## config.mk

```make
export PLATFORM = sky130hd
export DESIGN_NAME = edge_irq_reg
export DESIGN_NICKNAME = d
export VERILOG_FILES = /design/src/rtl/edge_irq_pkg.sv /design/src/rtl/edge_irq_detect.sv /design/src/rtl/edge_irq_latch.sv /design/src/rtl/edge_irq_reg.sv
export SDC_FILE = /design/constraint.sdc
export NUM_CORES = 1
export LEC_CHECK = 0
export BUFFER_PORTS_ARGS = -buffer_cell sky130_fd_sc_hd__clkbuf_2
export CAP_MARGIN = 20
export CORE_MARGIN = 3
export CORE_UTILIZATION = 32
export CTS_BUF_LIST = sky130_fd_sc_hd__clkbuf_2 sky130_fd_sc_hd__clkbuf_4 sky130_fd_sc_hd__clkbuf_8
export DETAILED_ROUTE_END_ITERATION = 6
export GPL_TIMING_DRIVEN = 0
export PLACE_DENSITY = 0.57
export SYNTH_ARGS = -nofsm -noshare
export SYNTH_HDL_FRONTEND = slang
export SYNTH_SLANG_ARGS = --single-unit
```

## constraint.sdc

```tcl
create_clock -name clk -period 1.6 [get_ports clk]
set_input_delay 0.32 -clock clk [delete_from_list [all_inputs] [get_ports clk]]
set_output_delay 0.32 -clock clk [all_outputs]
set_load 0.01 [all_outputs]
```

## src/rtl/edge_irq_pkg.sv

```systemverilog
package edge_irq_pkg;

  localparam int unsigned DEF_WIDTH = 8;

  // Global edge selection shared by every bit of the register.
  typedef struct packed {
    logic rise;
    logic fall;
  } edge_sel_t;

endpackage

```

## src/rtl/edge_irq_detect.sv

```systemverilog
module edge_irq_detect
  import edge_irq_pkg::*;
#(
  parameter int unsigned WIDTH = DEF_WIDTH
) (
  input  logic             clk,
  input  logic             rst_n,
  input  logic [WIDTH-1:0] level_i,
  input  edge_sel_t        sel_i,
  output logic [WIDTH-1:0] hit_o
);

  logic [WIDTH-1:0] prev_q;
  logic             primed_q;

  // Baseline sample; the first post-reset cycle only loads it.
  always_ff @(posedge clk or negedge rst_n) begin
    if (!rst_n) begin
      prev_q   <= '0;
      primed_q <= 1'b0;
    end else begin
      prev_q   <= level_i;
      primed_q <= 1'b1;
    end
  end

  for (genvar b = 0; b < WIDTH; b++) begin : g_bit
    logic up, down;
    assign up       = level_i[b] & ~prev_q[b];
    assign down     = ~level_i[b] & prev_q[b];
    assign hit_o[b] = primed_q & ((up & sel_i.rise) | (down & sel_i.fall));
  end

  AST_NO_EDGE_DISABLED: assert property (@(posedge clk) disable iff (!rst_n)
    (!sel_i.rise && !sel_i.fall) |-> (hit_o == '0));

  AST_STEADY_NO_HIT: assert property (@(posedge clk) disable iff (!rst_n)
    $stable(level_i) |-> (hit_o == '0));

endmodule

```

## src/rtl/edge_irq_latch.sv

```systemverilog
module edge_irq_latch
  import edge_irq_pkg::*;
#(
  parameter int unsigned WIDTH = DEF_WIDTH
) (
  input  logic             clk,
  input  logic             rst_n,
  input  logic [WIDTH-1:0] set_i,
  input  logic             clr_i,
  output logic [WIDTH-1:0] req_o
);

  logic [WIDTH-1:0] req_q;

  // New events win over the clear so nothing is dropped at a read.
  always_ff @(posedge clk or negedge rst_n) begin
    if (!rst_n) req_q <= '0;
    else        req_q <= (clr_i ? '0 : req_q) | set_i;
  end

  assign req_o = req_q;

  AST_CLEAR_ON_READ: assert property (@(posedge clk) disable iff (!rst_n)
    (clr_i && set_i == '0) |=> (req_q == '0));

  AST_EDGE_SURVIVES: assert property (@(posedge clk) disable iff (!rst_n)
    (set_i != '0) |=> ((req_q & $past(set_i)) == $past(set_i)));

  AST_STICKY: assert property (@(posedge clk) disable iff (!rst_n)
    (!clr_i && set_i == '0) |=> $stable(req_q));

endmodule

```

## src/rtl/edge_irq_reg.sv

```systemverilog
module edge_irq_reg
  import edge_irq_pkg::*;
#(
  parameter int unsigned WIDTH = DEF_WIDTH
) (
  input  logic             clk,
  input  logic             rst_n,
  input  logic [WIDTH-1:0] status_i,
  input  logic             rise_en_i,
  input  logic             fall_en_i,
  input  logic [WIDTH-1:0] mask_i,
  input  logic             rd_strobe_i,
  output logic [WIDTH-1:0] rd_data_o,
  output logic             irq_o
);

  edge_sel_t        sel;
  logic [WIDTH-1:0] hits;
  logic [WIDTH-1:0] req;
  logic [WIDTH-1:0] req_next;
  logic             irq_q;

  assign sel.rise = rise_en_i;
  assign sel.fall = fall_en_i;

  edge_irq_detect #(.WIDTH(WIDTH)) u_detect (
    .clk     (clk),
    .rst_n   (rst_n),
    .level_i (status_i),
    .sel_i   (sel),
    .hit_o   (hits)
  );

  edge_irq_latch #(.WIDTH(WIDTH)) u_latch (
    .clk   (clk),
    .rst_n (rst_n),
    .set_i (hits),
    .clr_i (rd_strobe_i),
    .req_o (req)
  );

  // Interrupt tracks the register value it will hold after this edge.
  assign req_next = (rd_strobe_i ? '0 : req) | hits;

  always_ff @(posedge clk or negedge rst_n) begin
    if (!rst_n) irq_q <= 1'b0;
    else        irq_q <= |(req_next & mask_i);
  end

  assign rd_data_o = req;
  assign irq_o     = irq_q;

  AST_MASKED_QUIET: assert property (@(posedge clk) disable iff (!rst_n)
    (mask_i == '0) |=> !irq_o);

  AST_IRQ_NEEDS_REQ: assert property (@(posedge clk) disable iff (!rst_n)
    irq_o |-> (rd_data_o != '0));

endmodule

```

==> results_dict.tcl <==
set metrics [dict create \
    critPathRequiredTime_ns 1.77 \
    met1_usage 0.150 \
    drtAntennaViolNets 0 \
    power.total_uw 949 \
    layout-drive-gt1-share 0.500 \
    dieWidth_um 57.3 \
    cts_made_buffers 3 \
    ys_ff_latch 18 \
    cts_tree "built" \
    fin_cells 120 \
    yosysUniqueCellTypes 14 \
    slowest_stage "dfrtp_1" \
    start_util 0.357 \
    area_growth_syn_to_layout_pct 25.7 \
    min_path_type "input port to register" \
    cp.arrival_ns 1.39 \
    min_period_ns 1.21 \
    wl_mm 1.69 \
    place_inst 115 \
    cts_setup_buffers 0 \
    hold_buffers 1 \
    clk_pin_slew_worst_paths_ns 0.10 \
    hold_viol 0 \
    fillers 237 \
    core_mm2 0.00236 \
    grt_pass1_wl_mm 2.88 \
    ir_drop_uv 417 \
    first_pass_iters 2 \
    yosysWarnings 0 \
    cap_violations 0 \
    setup_viol 0 \
    syn-cell-area_um2 842 \
    num_antenna_cells 0 \
    critPathCaptureType "register" \
    ios 30 \
    cts_root_buf "clkbuf_4" \
    power.leakage_uw 0.000523 \
    worst-path-buf-inv 2 \
    detail_route.vias_per_cell 5.06 \
    syn_inst 60 \
    path_delay_family "flip-flops" \
    nNetsFinal 114 \
    ctsResizeCount 0 \
    fin_tns_setup_ns 0 \
    met3_usage 0.0339 \
    start_kind "register" \
    clock.fmax_ghz 0.824 \
    antenna_found_initial 0 \
    clock_latency_ns 0.29 \
    gp_congestion 0.676 \
    timing.setup.critical_path_class "register to register" \
    path_max_fanout 10 \
    htree_levels 1 \
    num_rows 17 \
    syn_nets 81 \
    met2_usage 0.186 \
    gr-max-usage-layer "met2" \
    ys_seq_area_frac 0.535 \
    crit_path_cell_trace "buf_6 -> buf_12 -> nand4b_4 -> nand3_4 -> a22oi_2 -> nand4_1" \
    mostFrequentLayoutCells "clkbuf_2, dfrtp_1, nand4b_1, nand2b_1" \
    drc_errors 0 \
    grt_pass1_vias 630 \
    cts_buffer_depth 2 \
    avgSynthCellArea_um2 14.0 \
    final_common_cell "clkbuf_2" \
    cp_slowest_stage_delay_ns 0.39 \
    grt_overflow 0 \
    status "complete, no violations" \
    grt_util_all_layers 0.118 \
    num_vias 607 \
    drtIter0Drc 6 \
    die_area_mm2 0.00328 \
    grt_max_degree 19 \
    port_buffers 27 \
    finalMaxSlewViolations 0 \
    finClkSkew_ns 0.00171 \
    finalCritPeriodShare 0.758 \
    route.detailed.wl_per_inst_um 14.1 \
    cts.sinks 18 \
    die_h_um 57.3 \
    power_density_mw_per_mm2 896 \
    rsz0062_at_grt "no" \
]
per-layer routing:
| metal | share of wire | routed length [um] |
|---|---|---|
| met2 | 0.47 | 794 |
| met4 | 0.0071 | 12 |
| met3 | 0.057 | 96 |
| met5 | 0 | 0 |
| met1 | 0.46 | 782 |
final timing paths:
check,slack [ns],end,from,depth (start not counted)
worst max-delay path,0.39,irq_o,u_detect.primed_q,6
worst min-delay path,0.15,u_detect.prev_q[0],status_i[0],1
worst max register to register,0.39,irq_o,u_detect.primed_q,6
worst min register to register,0.52,u_latch.req_o[0],u_latch.req_o[0],2
max in group asynchronous,0.79,u_latch.req_o[2],rst_n,2
min in group asynchronous,0.50,u_latch.req_o[4],rst_n,2
sequential cells by signal, indices dropped and copies added, names as in the netlist:
name / count
u_latch.req_o: 8
u_detect.primed_q: 1
u_detect.prev_q: 8
irq_o: 1
where the power goes:
| part | switching (uW) | leakage, uW | internal, uW |
|---|---|---|---|
| clock network | 140 | 0.0000210 | 138 |
| registers | 17.0 | 0.000220 | 490 |
| logic | 85.2 | 0.000282 | 78.8 |
metrics by stage:
step	hold WS, ns	setup WS [ns]	util	area [um^2]
3_5_place_dp	0.302	0.381	0.429	1010
4_1_cts	0.147	0.365	0.448	1060
2_1_floorplan	0.0244	0.453	-	842
5_1_grt	0.132	0.302	0.448	1060
6_report	0.155	0.387	0.448	1060
3_3_place_gp	0.294	0.389	0.429	1010
worst register-to-register path, cell delays in order (launching register included):
cell and delay [ns]:
dfrtp_1 0.39, buf_6 0.13, buf_12 0.14, nand4b_4 0.10, nand3_4 0.08, a22oi_2 0.18
nand4_1 0.09
cells in the mapped netlist:
cell | number | area share
nand4_1 | 1 | 0.0074
nand4b_4 | 2 | 0.056
or2b_2 | 1 | 0.010
nand2b_1 | 7 | 0.052
nand3_2 | 3 | 0.036
nand3_4 | 1 | 0.021
nand4b_1 | 14 | 0.15
a22oi_2 | 4 | 0.059
nand3_1 | 4 | 0.024
buf_2 | 2 | 0.012
conb_1 | 1 | 0.0045
buf_6 | 1 | 0.013
buf_12 | 1 | 0.024
dfrtp_1 | 18 | 0.53
final cells by class:
class                           count  area (um^2)  area share
Sequential cell                    18          450       0.426
Timing Repair Buffer               28          145       0.137
Buffer                              4         41.3      0.0390
Multi-Input combinational cell     38          350       0.331
Tap cell                           28         35.0      0.0331
Clock buffer                        4         36.3      0.0343
logic make-up (layout without fill, tap and decap cells):
group	count (synthesis)	after routing	synth area share
AND/OR/NAND/NOR	33	33	0.352
flip-flops	18	18	0.535
AO/OA/AOI/OAI	4	4	0.0594
buffers and inverters	4	36	0.0490
other	1	1	0.00445
Power figures use the tool's default switching activity.
